File: src/rtl/casc_pkg.sv
package casc_pkg;
  localparam int DIGIT_W_DEF    = 2;
  localparam int NUM_DIGITS_DEF = 3;

  function automatic int bus_width(input int digits, input int dw);
    return digits * dw;
  endfunction
endpackage

File: src/rtl/digit_stage.sv
module digit_stage #(
  parameter int DW = casc_pkg::DIGIT_W_DEF
) (
  input  logic          clk_i,
  input  logic          rst_i,
  input  logic          clr_i,
  input  logic          inc_i,
  output logic [DW-1:0] val_o,
  output logic          carry_o
);
  localparam logic [DW-1:0] LAST = {DW{1'b1}};
  localparam logic [DW-1:0] ONE  = DW'(1);

  always_ff @(posedge clk_i) begin
    if (rst_i || clr_i)
      val_o <= '0;
    else if (inc_i)
      val_o <= val_o + ONE;
  end

  // Mealy carry: terminal value, enabled, not being cleared
  always_comb carry_o = inc_i && !clr_i && (val_o == LAST);

  // clear empties the digit
  p_clear_zero_r2: assert property (@(posedge clk_i) disable iff (rst_i)
    clr_i |=> (val_o == '0));

  // idle digit holds
  p_hold_r3: assert property (@(posedge clk_i) disable iff (rst_i)
    (!clr_i && !inc_i) |=> $stable(val_o));

  // enabled digit steps by one with wrap
  p_step_r4: assert property (@(posedge clk_i) disable iff (rst_i)
    (!clr_i && inc_i) |=> (val_o == $past(val_o) + ONE));

  // a carry leaves this digit at zero
  p_carry_then_zero_r6: assert property (@(posedge clk_i) disable iff (rst_i)
    carry_o |=> (val_o == '0));
endmodule

File: src/rtl/cascade_counter.sv
module cascade_counter #(
  parameter int NUM_DIGITS = casc_pkg::NUM_DIGITS_DEF,
  parameter int DIGIT_W    = casc_pkg::DIGIT_W_DEF
) (
  input  logic                                              clk_i,
  input  logic                                              rst_i,
  input  logic                                              clr_i,
  input  logic                                              inc_i,
  output logic [casc_pkg::bus_width(NUM_DIGITS, DIGIT_W)-1:0] digits_o,
  output logic                                              wrap_o
);
  localparam int BUS_W = casc_pkg::bus_width(NUM_DIGITS, DIGIT_W);

  logic [NUM_DIGITS:0] en_chain;

  always_comb en_chain[0] = inc_i;

  for (genvar k = 0; k < NUM_DIGITS; k++) begin : g_digit
    digit_stage #(.DW(DIGIT_W)) i_stage (
      .clk_i   (clk_i),
      .rst_i   (rst_i),
      .clr_i   (clr_i),
      .inc_i   (en_chain[k]),
      .val_o   (digits_o[k*DIGIT_W +: DIGIT_W]),
      .carry_o (en_chain[k+1])
    );

    if (k > 0) begin : g_upper_chk
      // upper digit moves only when all lower digits are at terminal
      p_upper_moves_r5: assert property (@(posedge clk_i) disable iff (rst_i)
        (!clr_i && (!inc_i || digits_o[k*DIGIT_W-1:0] != {(k*DIGIT_W){1'b1}}))
        |=> $stable(digits_o[k*DIGIT_W +: DIGIT_W]));
    end
  end

  always_comb wrap_o = en_chain[NUM_DIGITS];

  // wrap implies the whole count was at its top value
  p_wrap_at_top_r6: assert property (@(posedge clk_i) disable iff (rst_i)
    wrap_o |-> (digits_o == {BUS_W{1'b1}}));

  // clear suppresses wrap
  p_clear_no_wrap_r8: assert property (@(posedge clk_i) disable iff (rst_i)
    clr_i |-> !wrap_o);
endmodule

File: config.mk
export PLATFORM = sky130hd
export DESIGN_NAME = cascade_counter
export DESIGN_NICKNAME = d
export VERILOG_FILES = /design/src/rtl/casc_pkg.sv /design/src/rtl/digit_stage.sv /design/src/rtl/cascade_counter.sv
export SDC_FILE = /design/constraint.sdc
export NUM_CORES = 1
export LEC_CHECK = 0
export ABC_CLOCK_PERIOD_IN_PS = 1300
export BUFFER_PORTS_ARGS = -buffer_cell sky130_fd_sc_hd__buf_2
export CAP_MARGIN = 40
export CORE_AREA = 3 3 40 42
export DETAILED_ROUTE_END_ITERATION = 12
export DIE_AREA = 0 0 43 45
export PLACE_DENSITY_LB_ADDON = 0.25
export SKIP_CTS_REPAIR_TIMING = 1
export SLEW_MARGIN = 20
export SYNTH_ARGS = -nofsm -noshare
export SYNTH_HDL_FRONTEND = slang
export SYNTH_SLANG_ARGS = --single-unit
File: constraint.sdc
create_clock -name clk_i -period 1.3 [get_ports clk_i]
set_input_delay 0.195 -clock clk_i [delete_from_list [all_inputs] [get_ports clk_i]]
set_output_delay 0.195 -clock clk_i [all_outputs]
set_load 0.05 [all_outputs]
# == Word level (Yosys, flattened, before mapping) ==
# Index checks and enable logic that the tools add are counted.
# word_totals
regBits,6
inputBits,4
out_inout_bits,7
wordCells,17
# classes
addsub,3
eq_ne,3
reduce_logical,8
# ops
cell,count
adder 2 x 1 -> 2 bit (second input constant),3
equality test 2 bit (second input constant),3
logical AND 1 bit,6
logical NOT 1 bit,1
logical OR 1 bit,1

# == Depth between registers and ports, before layout ==
# Gate-level depths: netlist of the first run.
# logic_depth
word_depth,7
depth_mapped,3
ltp_nobuf,3

# == Cells and area by module ==
# A second synthesis of the first run with hierarchy kept.
# unflattened
cells_unflattened,27
area_unflattened_um2,296.5
# modules_own_cells
mod,n_inst,cells_each,area_per_inst_um2
digit_stage,3,9,98.8

# == Least setup slack after synthesis of the first run ==
# No wires, ideal clock.
# synth_timing
path_kind,register -> output
from,register g_digit[0].i_stage.val_o[0]
to,output port wrap_o
arrival_ps,1514
slack_ps,-409
path_stages_with_launch,4
n_path_buf,0
path_cell_list,dfxtp_1 > ha_1 > and3_4 > and3b_2
# synth_via
elab_chain_cells,6
# synth_rtl
element,line_no,text
start: declaration,digit_stage.sv:8,"output logic [DW-1:0] val_o,"
start signal: assignment,digit_stage.sv:18,val_o <= val_o + ONE;
equality test 2 bit,digit_stage.sv:22,always_comb carry_o = inc_i && !clr_i && (val_o == LAST);
logical AND 1 bit (5 in series),digit_stage.sv:22,
end: declaration,cascade_counter.sv:10,output logic wrap_o
# No other way between the ends.

# == Worst setup path after layout of the first run ==
# layout_timing
from,register g_digit[0].i_stage.val_o[1]
to,output port wrap_o
# The elaborated chain is that of the path after synthesis.

==> results of run 1 <==
-- cell usage in the layout, fill, tap and decap left out --
cell | netlist | routed
sky130_fd_sc_hd__buf_2 | 0 | 9
sky130_fd_sc_hd__dfxtp_2 | 0 | 4
sky130_fd_sc_hd__buf_4 | 0 | 4
sky130_fd_sc_hd__nor3b_1 | 3 | 3
sky130_fd_sc_hd__clkbuf_4 | 0 | 3
sky130_fd_sc_hd__a21bo_2 | 2 | 2
sky130_fd_sc_hd__a21oi_1 | 2 | 2
sky130_fd_sc_hd__mux2_4 | 2 | 2
sky130_fd_sc_hd__nor2_1 | 2 | 2
sky130_fd_sc_hd__ha_4 | 0 | 2
sky130_fd_sc_hd__dfxtp_4 | 0 | 2
sky130_fd_sc_hd__and3_4 | 1 | 1
sky130_fd_sc_hd__and3b_2 | 1 | 1
sky130_fd_sc_hd__nand3_1 | 1 | 1
sky130_fd_sc_hd__or2_2 | 1 | 1
sky130_fd_sc_hd__nor3_1 | 1 | 1
sky130_fd_sc_hd__xnor2_1 | 1 | 1
sky130_fd_sc_hd__nand3b_1 | 1 | 1
sky130_fd_sc_hd__mux2i_1 | 1 | 1
sky130_fd_sc_hd__ha_1 | 3 | 1
sky130_fd_sc_hd__clkbuf_1 | 0 | 1
sky130_fd_sc_hd__buf_8 | 0 | 1
-- kinds of logic after synthesis --
logic type,count (synthesis)
buffers and inverters,1
adders and majority gates,3
DFF,6
and+or+nand+nor,11
xor gates and xnor gates,1
AOI/OAI and AO/OA,4
muxes,3
-- worst paths after layout --
check / from / to / depth (start not counted)
setup / recovery: g_digit[0].i_stage.val_o[1] / wrap_o / 4
hold / removal: inc_i / g_digit[1].i_stage.val_o[1] / 3
setup reg to reg: g_digit[0].i_stage.val_o[1] / g_digit[2].i_stage.val_o[1] / 4
hold reg to reg: g_digit[1].i_stage.val_o[0] / g_digit[1].i_stage.val_o[0] / 2
-- worst register-to-register path, delay by kind of cell (launching register included) --
kind	cells	cell delay, ns
buf+inv	1	0.14
fa+ha+maj	1	0.15
flops	1	0.35
simple gates	1	0.16
mux	1	0.29
-- area by class of cell --
| class | count | share of cell area (%) |
|---|---|---|
| Sequential cell | 6 | 27.39 |
| Clock buffer | 4 | 5.426 |
| Timing Repair Buffer | 14 | 18.60 |
| Tap cell | 15 | 3.876 |
| Multi-Input combinational cell | 22 | 44.70 |
-- per-layer routing --
metal	vias up	track usage (%)	wire length, um
met5	-	0	0
met4	0	3.614	8
met3	2	7.968	80
met2	9	16.77	423
met1	133	6.747	267
li1	141	-	-
-- through the flow --
step	worst slack (ns)	instances	utilization [%]
after global placement	0.01633	56	32.33
final	-0.1724	61	37.68
after global routing	-0.2164	61	37.68
after CTS	-0.2897	60	34.37
after detailed placement	-0.007492	56	32.33
after floorplan	-0.1199	29	-
-- power by group --
| part | internal (mW) | switching (mW) | total (mW) |
|---|---|---|---|
| clock | 0.117 | 0.0820 | 0.199 |
| combinational | 0.0142 | 0.0222 | 0.0365 |
| sequential | 0.184 | 0.00231 | 0.186 |
| total | 0.315 | 0.107 | 0.422 |
==> summary.txt, run 1 <==
Run status
  – Status: finished with violations
  – Violated checks: negative setup slack

Synthesis
  – Simple logic cell fraction of the synthesized area: 23.26%
  – Adder-Cell Fraction of Synth Area: 11.63%
  – Area of the mapped netlist: 322.8 um2
  – Post-synthesis area per instance: 11.13 um2
  – Synthesized Nets: 36
  – Area share of xor/xnor cells in the synthesized design: 2.713%
  – Count of different cell masters after synthesis: 16
  – Mux contribution to synthesized area: 12.40%
  – Total of warnings raised by yosys: 0
  – Proportion of synthesized chip area in sequential cells: 37.21%
  – Flip-flop cell with the highest count after synthesis: sky130_fd_sc_hd__dfxtp_1
  – Fraction of post-synthesis cell area in the top cell type by area: 37.21%
  – Largest family of logic cells by synthesized area: simple AND/OR/NAND/NOR gates
  – Instance count of the mapped netlist: 29
  – EDFF count, synth: 0
  – Dominant cells by area after synthesis: sky130_fd_sc_hd__dfxtp_1 37%, sky130_fd_sc_hd__ha_1 12%, sky130_fd_sc_hd__mux2_4 9.3%
  – Leading cell types by count after synthesis: 6 x sky130_fd_sc_hd__dfxtp_1, 3 x sky130_fd_sc_hd__ha_1, 3 x sky130_fd_sc_hd__nor3b_1
  – Largest area contributor in the netlist: sky130_fd_sc_hd__dfxtp_1
  – Yosys reg bits: 6
  – Cell with the most instances after synthesis: sky130_fd_sc_hd__dfxtp_1
  – Async S/R FF share, synth: 0%
  – Synth Area in Compound Gates: 9.302%

Setup path
  – Crit path capture type: output pin
  – Cell class contributing the biggest share of worst-path delay: simple AND/OR/NAND/NOR gates
  – Highest fanout seen on the critical path: 2
  – CP peak stage delay: 0.35 ns
  – Number of buffer and inverter instances along the worst setup path: 1
  – List of cells traversed by the critical path: ha_4 -> and3_4 -> and3b_2 -> buf_8
  – Arrival time at the worst endpoint: 1.28 ns
  – Data required time of the worst path: 1.11 ns
  – Startpoint kind of the worst setup timing path: flop
  – Register-to-Register Setup Slack: 0.10 ns
  – Crit Path Category: flop to output pin
  – Slowest CP cell: sky130_fd_sc_hd__dfxtp_4

Place
  – Gpl congestion: 0.6524
  – Half-perimeter wire length after detailed placement: 615.8 um
  – Placement Cell Area: 415.4 um2
  – Port-buffer cells: 10

CTS
  – Number of buffers on the longest clock path: 2
  – Clock tree root buffer cell: sky130_fd_sc_hd__clkbuf_4
  – CTS tree: built
  – Inserted Clock Buffers: 3
  – Clock latency on the worst-skew pair: 0.25 ns
  – CTS H-Tree Depth: 1
  – Clock Pin Slew Worst Setup and Hold Paths: 0.05 ns
  – Count of clock tree sinks: 6

Floorplanning
  – Total number of placement rows: 13
  – Effective utilization at floorplan: 25.12%
  – Die outline width: 43 um
  – Height of the chip: 45 um
  – Boundary Pins: 11
  – Area of the core region: 1285 um2
  – Area of the die: 1935 um2

Layout
  – Layout filler cell count: 136
  – Largest regs: g_digit.i_stage.val_o (6)
  – Diode insertion count for antenna repair: 0
  – # nets final: 54
  – Signed area change from the synthesized netlist to the final layout: 50.00%
  – Total non-filler cell area in the finished layout: 484.2 um2
  – Share of layout cells above drive strength 1: 69.57%
  – Area taken by multi-input logic gates: 216.5 um2
  – Largest register FFs: 6
  – Largest Register: g_digit.i_stage.val_o
  – Sequential cell area: 132.6 um2

Route
  – DRC violations left: 0
  – Average wire per standard cell: 12.79 um
  – DRC violation total after the first TritonRoute iteration: 1
  – Post-detailed-route via-to-cell ratio: 4.672
  – Pre-antenna DRT Iters: 3
  – Total wirelength of the detailed-routed design: 780 um
  – Total vias in the final route: 285
  – Count of nets left with antenna violations after detail routing: 0

Pwr
  – Power per cell area: 871.2 nW/um2
  – Static leakage power: 0.2191 nW
  – Overall power: 0.4219 mW
  – IR Drop Worst-Case VDD: 0.3489 mV

GRT
  – Number of antenna violations at the first check in global routing: 0
  – Wire length of the first global-routing pass: 1200 um
  – Global-route usage over all layers: 9.159%
  – Vias in the first global route: 290
  – GR Overflow Total: 0
  – Pin count of the biggest net entering global routing: 8

STA
  – Accumulated negative setup slack: -0.1724 ns
  – Worst Clk Skew: 0.002210 ns
  – Number of failing hold endpoints at the final stage: 0
  – Post-Route Hold Slack: 0.2830 ns
  – Number of setup violations in the final report: 1
  – Share of the clock period used by the worst path: 113.3%
  – Max frequency: 0.6792 GHz
  – RSZ-0062 raised after global routing: true
  – Post-route worst setup slack: -0.1724 ns
  – Number of pins with negative max-slew slack in the final report: 0
  – Pin slew with the least headroom to its limit: 0.2549 ns
  – Post-layout minimum cycle time: 1.472 ns
  – Slew headroom: 83.12%

Hold path
  – Hold/Removal Path Class: input port to flop

Run
  – Number of max-capacitance violations reported: 0
Note: power is estimated with default switching activity, not from simulation.
==> run 2: changes to the inputs <==
ABC_AREA = 1   (was not set)
==> run 2 against run 1 <==
Power fell by 6.4%; cell area is 3.9% lower; clock power fell by 13%; the run still ends with negative setup slack left; flip-flop and latch count unchanged; clock skew increased by 0.0034 ns; non-clock buffer count down 2.
==> summary.txt, run 2 <==
Run status
  – Status: finished with violations
  – Violated checks: negative setup slack

GRT
  – Pin count of the biggest net entering global routing: 6
  – Vias in the first global route: 278
  – GR Overflow Total: 0
  – Global-route usage over all layers: 7.923%
  – Wire length of the first global-routing pass: 1069 um
  – Layer with the highest usage: met2
  – Met1 routing resource usage after global routing: 9.685%
  – Number of antenna violations at the first check in global routing: 0
  – Global-route met3 utilization: 2.390%
  – Met2 usage in global routing: 10.18%

Pwr
  – Internal: 0.2984 mW
  – Power per cell area: 848.3 nW/um2
  – Static leakage power: 0.2094 nW
  – IR Drop Worst-Case VDD: 0.3082 mV
  – Sequential share of power: 47.0%
  – Switching fraction of total power: 24.43%
  – Power dissipated by switching net loads: 0.09648 mW
  – Proportion of power drawn by the clock network: 43.9%
  – Combinational Power Share: 9.1%
  – Overall power: 0.3948 mW

Hold path
  – Cells on Worst Hold Path: 2
  – Hold endpoint: g_digit[0].i_stage.val_o[1]
  – Hold wc startpoint: inc_i
  – Hold/Removal Path Class: input port to flop

Place
  – Gpl congestion: 0.6586
  – Port-buffer cells: 10
  – Half-perimeter wire length after detailed placement: 514.5 um
  – Placement Cell Area: 425.4 um2
  – Post-place setup slack: 0.06873 ns

Setup path
  – Highest fanout seen on the critical path: 3
  – Worst R2R Start: g_digit[1].i_stage.val_o[0]
  – Arrival time at the worst endpoint: 1.21 ns
  – Data required time of the worst path: 1.11 ns
  – Register-to-Register Setup Slack: 0.21 ns
  – Crit Path Category: flop to output pin
  – Endpoint of the most critical register-to-register path: g_digit[2].i_stage.val_o[1]
  – Startpoint kind of the worst setup timing path: flop
  – Crit path capture type: output pin
  – Depth of the worst register-to-register path: 6

STA
  – Max frequency: 0.7107 GHz
  – Share of the clock period used by the worst path: 108.2%
  – Number of pins with negative max-slew slack in the final report: 0
  – Number of failing hold endpoints at the final stage: 0
  – Post-route worst setup slack: -0.1071 ns
  – Post-Route Hold Slack: 0.2049 ns
  – Slew headroom: 78.28%
  – Number of setup violations in the final report: 1
  – Pin slew with the least headroom to its limit: 0.3246 ns
  – Post-layout minimum cycle time: 1.407 ns
  – RSZ-0062 raised after global routing: true
  – Worst Clk Skew: 0.005580 ns
  – Accumulated negative setup slack: -0.1071 ns

Layout
  – Commonest cells after routing, fill and taps aside: 9 x sky130_fd_sc_hd__inv_1, 9 x sky130_fd_sc_hd__buf_2, 6 x sky130_fd_sc_hd__nor2_1
  – Total non-filler cell area in the finished layout: 465.4 um2
  – Largest Register: g_digit.i_stage.val_o
  – Diode insertion count for antenna repair: 0
  – Share of layout cells above drive strength 1: 44.64%
  – Largest register FFs: 6
  – Signed area change from the synthesized netlist to the final layout: 55.65%
  – # nets final: 65
  – Largest regs: g_digit.i_stage.val_o (6)

CTS
  – Number of buffers on the longest clock path: 2
  – Count of clock tree sinks: 6
  – Inserted Clock Buffers: 3
  – Clock Pin Slew Worst Setup and Hold Paths: 0.05 ns
  – Clock tree root buffer cell: sky130_fd_sc_hd__clkbuf_4
  – Clock latency on the worst-skew pair: 0.24 ns
  – CTS H-Tree Depth: 1
  – CTS tree: built

Floorplanning
  – Area of the die: 1935 um2
  – Total number of placement rows: 13
  – Height of the chip: 45 um
  – Die outline width: 43 um
  – Effective utilization at floorplan: 23.27%
  – Boundary Pins: 11
  – Area of the core region: 1285 um2

Synthesis
  – Total of warnings raised by yosys: 0
  – Area of the mapped netlist: 299.0 um2
  – Post-synthesis area per instance: 7.294 um2
  – Cell with the most instances after synthesis: sky130_fd_sc_hd__inv_1
  – Fraction of post-synthesis cell area in the top cell type by area: 40.17%
  – Instance count of the mapped netlist: 41
  – Async S/R FF share, synth: 0%
  – EDFF count, synth: 0
  – Largest area contributor in the netlist: sky130_fd_sc_hd__dfxtp_1
  – Yosys reg bits: 6
  – Leading cell types by count after synthesis: 9 x sky130_fd_sc_hd__inv_1, 7 x sky130_fd_sc_hd__nor2_1, 6 x sky130_fd_sc_hd__dfxtp_1
  – Count of different cell masters after synthesis: 13
  – Flip-flop cell with the highest count after synthesis: sky130_fd_sc_hd__dfxtp_1
  – Dominant cells by area after synthesis: sky130_fd_sc_hd__dfxtp_1 40%, sky130_fd_sc_hd__ha_1 13%, sky130_fd_sc_hd__inv_1 11%
  – Synthesized Nets: 48
  – Proportion of synthesized chip area in sequential cells: 40.17%

Run
  – Number of max-capacitance violations reported: 0

Route
  – Count of nets left with antenna violations after detail routing: 0
  – Pre-antenna DRT Iters: 1
  – Average wire per standard cell: 9.085 um
  – Post-detailed-route via-to-cell ratio: 4.014
  – DRC violation total after the first TritonRoute iteration: 0
  – Total vias in the final route: 285
  – DRC violations left: 0
  – Total wirelength of the detailed-routed design: 645 um
run 2: worst max-delay path by stage:
stage | start | endpoint | slack [ns] | cells past startpoint
6_report | g_digit[1].i_stage.val_o[0] | wrap_o | -0.11 | 4
5_1_grt | g_digit[1].i_stage.val_o[0] | wrap_o | -0.17 | 4
4_1_cts | g_digit[0].i_stage.val_o[0] | wrap_o | -0.20 | 4
3_5_place_dp | g_digit[0].i_stage.val_o[0] | wrap_o | 0.07 | 4
3_3_place_gp | g_digit[0].i_stage.val_o[0] | wrap_o | 0.08 | 4
2_1_floorplan | g_digit[0].i_stage.val_o[0] | wrap_o | 0.0005 | 3
run 2: layer usage:
layer,part of all wire (%),wire [um]
met3,7.1,46
met2,44,281
met4,1.2,8
met5,0,0
met1,48,309
run 2: layout make-up:
| class | count | area [um2] |
|---|---|---|
| clock buffer | 3 | 22.52 |
| fill | 140 | 819.5 |
| inverter | 9 | 33.78 |
| multi-input combinational | 26 | 177.7 |
| sequential | 6 | 137.6 |
| tap | 15 | 18.77 |
| timing repair buffer | 12 | 75.07 |
run 2: through the flow:
stage / std cells / util (%)
after floorplan: 41 / -
after global placement: 67 / 33.11
after detailed placement: 67 / 33.11
after CTS: 70 / 34.86
after global routing: 71 / 36.22
final: 71 / 36.22
run 2: cell families after synthesis:
family / synth area share [%]
AOI/OAI and AO/OA: 6.695
xor gates and xnor gates: 2.929
adders and majority gates: 12.55
buffers and inverters: 11.30
DFF: 40.17
and+or+nand+nor: 26.36
run 2: power groups by stage:
stage               Sequential, mW  Clock, mW  Combinational (mW)
CTS                          0.185      0.179              0.0365
global route                 0.185      0.184              0.0400
global placement             0.189          0              0.0366
detailed placement           0.189          0              0.0363
floorplan                    0.199          0              0.0123
finish                       0.185      0.173              0.0361
run 2: critical path, cell delays in order, from the launching register on:
cell and delay, ns:
sky130_fd_sc_hd__dfxtp_4 0.36, sky130_fd_sc_hd__ha_4 0.14, sky130_fd_sc_hd__nand4_1 0.18, sky130_fd_sc_hd__nor2_4 0.14, sky130_fd_sc_hd__buf_8 0.15
==> run 3: changes to the inputs <==
SYNTH_HIERARCHICAL = 1   (was not set)
==> run 3 against run 2 <==
The flow still finishes with violations (negative setup slack); routed wire length decreased by 1.1%; clock skew increased by 0.00053 ns; die area unchanged; largest power group unchanged.
==> summary.txt, run 3 <==
STA
  – Post-layout minimum cycle time: 1.491 ns
  – Max frequency: 0.6708 GHz
  – Number of setup violations in the final report: 1
  – Accumulated negative setup slack: -0.1907 ns
  – Worst Clk Skew: 0.006107 ns
  – Number of failing hold endpoints at the final stage: 0
  – Pin slew with the least headroom to its limit: 0.2483 ns
  – Share of the clock period used by the worst path: 114.7%
  – RSZ-0062 raised after global routing: true
  – Number of pins with negative max-slew slack in the final report: 0
  – Post-Route Hold Slack: 0.2328 ns
  – Slew headroom: 83.56%
  – Post-route worst setup slack: -0.1907 ns

Place
  – Gpl congestion: 0.6925
  – Placement Cell Area: 500.5 um2
  – Port-buffer cells: 10
  – Half-perimeter wire length after detailed placement: 563.1 um

Layout
  – Share of layout cells above drive strength 1: 49.32%
  – Diode insertion count for antenna repair: 0
  – Commonest cells after routing, fill and taps aside: 15 x sky130_fd_sc_hd__nand2_1, 9 x sky130_fd_sc_hd__nor2_1, 9 x sky130_fd_sc_hd__inv_1, 9 x sky130_fd_sc_hd__buf_2, 6 x sky130_fd_sc_hd__buf_4
  – # nets final: 82
  – Largest Register: g_digit.i_stage/val_o
  – Largest register FFs: 6
  – Most common cell after layout, fill and taps aside: sky130_fd_sc_hd__nand2_1
  – Total non-filler cell area in the finished layout: 534.3 um2
  – Signed area change from the synthesized netlist to the final layout: 59.93%
  – Largest regs: g_digit.i_stage/val_o (6)
  – Layout filler cell count: 143

Setup path
  – Crit. Startpoint: g_digit[0].i_stage/val_o[0]
  – Startpoint kind of the worst setup timing path: flop
  – Crit Path Category: flop to output pin
  – Register-to-Register Setup Slack: 0.16 ns
  – Highest fanout seen on the critical path: 2
  – Crit path capture type: output pin
  – Arrival time at the worst endpoint: 1.30 ns
  – Worst R2R Start: g_digit[0].i_stage/val_o[0]
  – Data required time of the worst path: 1.11 ns

Floorplanning
  – Effective utilization at floorplan: 26.00%
  – Height of the chip: 45 um
  – Total number of placement rows: 13
  – Area of the die: 1935 um2
  – Boundary Pins: 11
  – Area of the core region: 1285 um2
  – Die outline width: 43 um

Synthesis
  – Dominant cells by area after synthesis: sky130_fd_sc_hd__dfxtp_1 36%, sky130_fd_sc_hd__nand2_1 20%, sky130_fd_sc_hd__nor2_1 13%
  – EDFF count, synth: 0
  – Proportion of synthesized chip area in sequential cells: 35.96%
  – Instance count of the mapped netlist: 54
  – Count of different cell masters after synthesis: 7
  – Cell with the most instances after synthesis: sky130_fd_sc_hd__nand2_1
  – Flip-flop cell with the highest count after synthesis: sky130_fd_sc_hd__dfxtp_1
  – Fraction of post-synthesis cell area in the top cell type by area: 35.96%
  – Area of the mapped netlist: 334.1 um2
  – Leading cell types by count after synthesis: 18 x sky130_fd_sc_hd__nand2_1, 12 x sky130_fd_sc_hd__nor2_1, 9 x sky130_fd_sc_hd__inv_1
  – Synthesized Nets: 61
  – Largest area contributor in the netlist: sky130_fd_sc_hd__dfxtp_1
  – Yosys reg bits: 6
  – Total of warnings raised by yosys: 6
  – Async S/R FF share, synth: 0%
  – Post-synthesis area per instance: 6.186 um2

Pwr
  – Switching fraction of total power: 24.15%
  – Sequential share of power: 46.0%
  – Overall power: 0.4097 mW
  – IR Drop Worst-Case VDD: 0.3732 mV
  – Static leakage power: 0.2664 nW
  – Internal: 0.3107 mW
  – Power dissipated by switching net loads: 0.09892 mW
  – Proportion of power drawn by the clock network: 40.6%
  – Power per cell area: 766.8 nW/um2
  – Combinational Power Share: 13.4%

GRT
  – Pin count of the biggest net entering global routing: 6
  – Wire length of the first global-routing pass: 1090 um
  – Global-route usage over all layers: 8.243%
  – Number of antenna violations at the first check in global routing: 0
  – Vias in the first global route: 285
  – GR Overflow Total: 0

Route
  – Post-detailed-route via-to-cell ratio: 3.761
  – DRC violations left: 0
  – Count of nets left with antenna violations after detail routing: 0
  – Total wirelength of the detailed-routed design: 638 um
  – Average wire per standard cell: 7.250 um
  – Total vias in the final route: 331
  – Pre-antenna DRT Iters: 3
  – DRC violation total after the first TritonRoute iteration: 3

CTS
  – Clock latency on the worst-skew pair: 0.24 ns
  – CTS tree: built
  – Clock tree root buffer cell: sky130_fd_sc_hd__clkbuf_4
  – Number of buffers on the longest clock path: 2
  – Inserted Clock Buffers: 3
  – Clock Pin Slew Worst Setup and Hold Paths: 0.05 ns
  – CTS H-Tree Depth: 1
  – Count of clock tree sinks: 6

Hold path
  – Hold wc startpoint: rst_i
  – Hold/Removal Path Class: input port to flop

Run status
  – Violated checks: negative setup slack
  – Status: finished with violations

Run
  – Number of max-capacitance violations reported: 0
## run 3: path summary, 6_finish.rpt
check | end | depth (start not counted)
setup reg to reg | g_digit[2].i_stage/val_o[0] | 10
hold / removal | g_digit[0].i_stage/val_o[1] | 4
hold reg to reg | g_digit[1].i_stage/val_o[1] | 2
setup / recovery | wrap_o | 8
## run 3: stage by stage
step	utilization [%]	std cells	setup WS (ns)
floorplan	-	54	-0.2755
global placement	38.95	85	-0.09674
detailed placement	38.95	85	-0.1091
CTS	40.70	88	-0.3821
global route	41.58	88	-0.2738
finish	41.58	88	-0.1907
## run 3: cells by family after synthesis
| logic type | count (synthesis) | share of synthesized area, % |
|---|---|---|
| flip-flops | 6 | 35.96 |
| AND/OR/NAND/NOR | 33 | 39.32 |
| buffers and inverters | 12 | 13.48 |
| adder cells (fa/ha/maj) | 3 | 11.24 |
## run 3: final cells by class
| class | count | area, um2 | area share (%) |
|---|---|---|---|
| multi-input cells | 36 | 216.5 | 40.52 |
| flip-flops and latches | 6 | 130.1 | 24.36 |
| repair buffers | 16 | 101.3 | 18.97 |
| inverters | 12 | 45.04 | 8.431 |
| clock buffers | 3 | 22.52 | 4.215 |
| well taps | 15 | 18.77 | 3.513 |
## run 3: routing by layer
layer	wire, um	part of all wire [%]	vias up	global-route usage [%]
li1	-	-	195	-
met4	5	0.78	0	9.036
met1	323	51	124	10.36
met2	255	40	10	10.48
met3	54	8.5	2	2.390
met5	0	0	-	0
## run 3: power by group through the flow
stage	Combinational (mW)	Sequential (mW)	Clock [mW]
3_3_place_gp	0.0545	0.191	0
2_1_floorplan	0.0178	0.202	0
5_1_grt	0.0616	0.188	0.192
3_5_place_dp	0.0552	0.192	0
6_report	0.0549	0.188	0.166
4_1_cts	0.0553	0.188	0.180
## run 3: worst max-delay path, stage by stage, from the launching register on
cell and delay [ns]:
sky130_fd_sc_hd__dfxtp_4 0.35, sky130_fd_sc_hd__ha_4 0.14, sky130_fd_sc_hd__nand2_4 0.04, sky130_fd_sc_hd__nor2_4 0.08, sky130_fd_sc_hd__nand2_2 0.06, sky130_fd_sc_hd__nor2_4 0.09
sky130_fd_sc_hd__nand2_2 0.06, sky130_fd_sc_hd__nor2_4 0.08, sky130_fd_sc_hd__buf_6 0.15
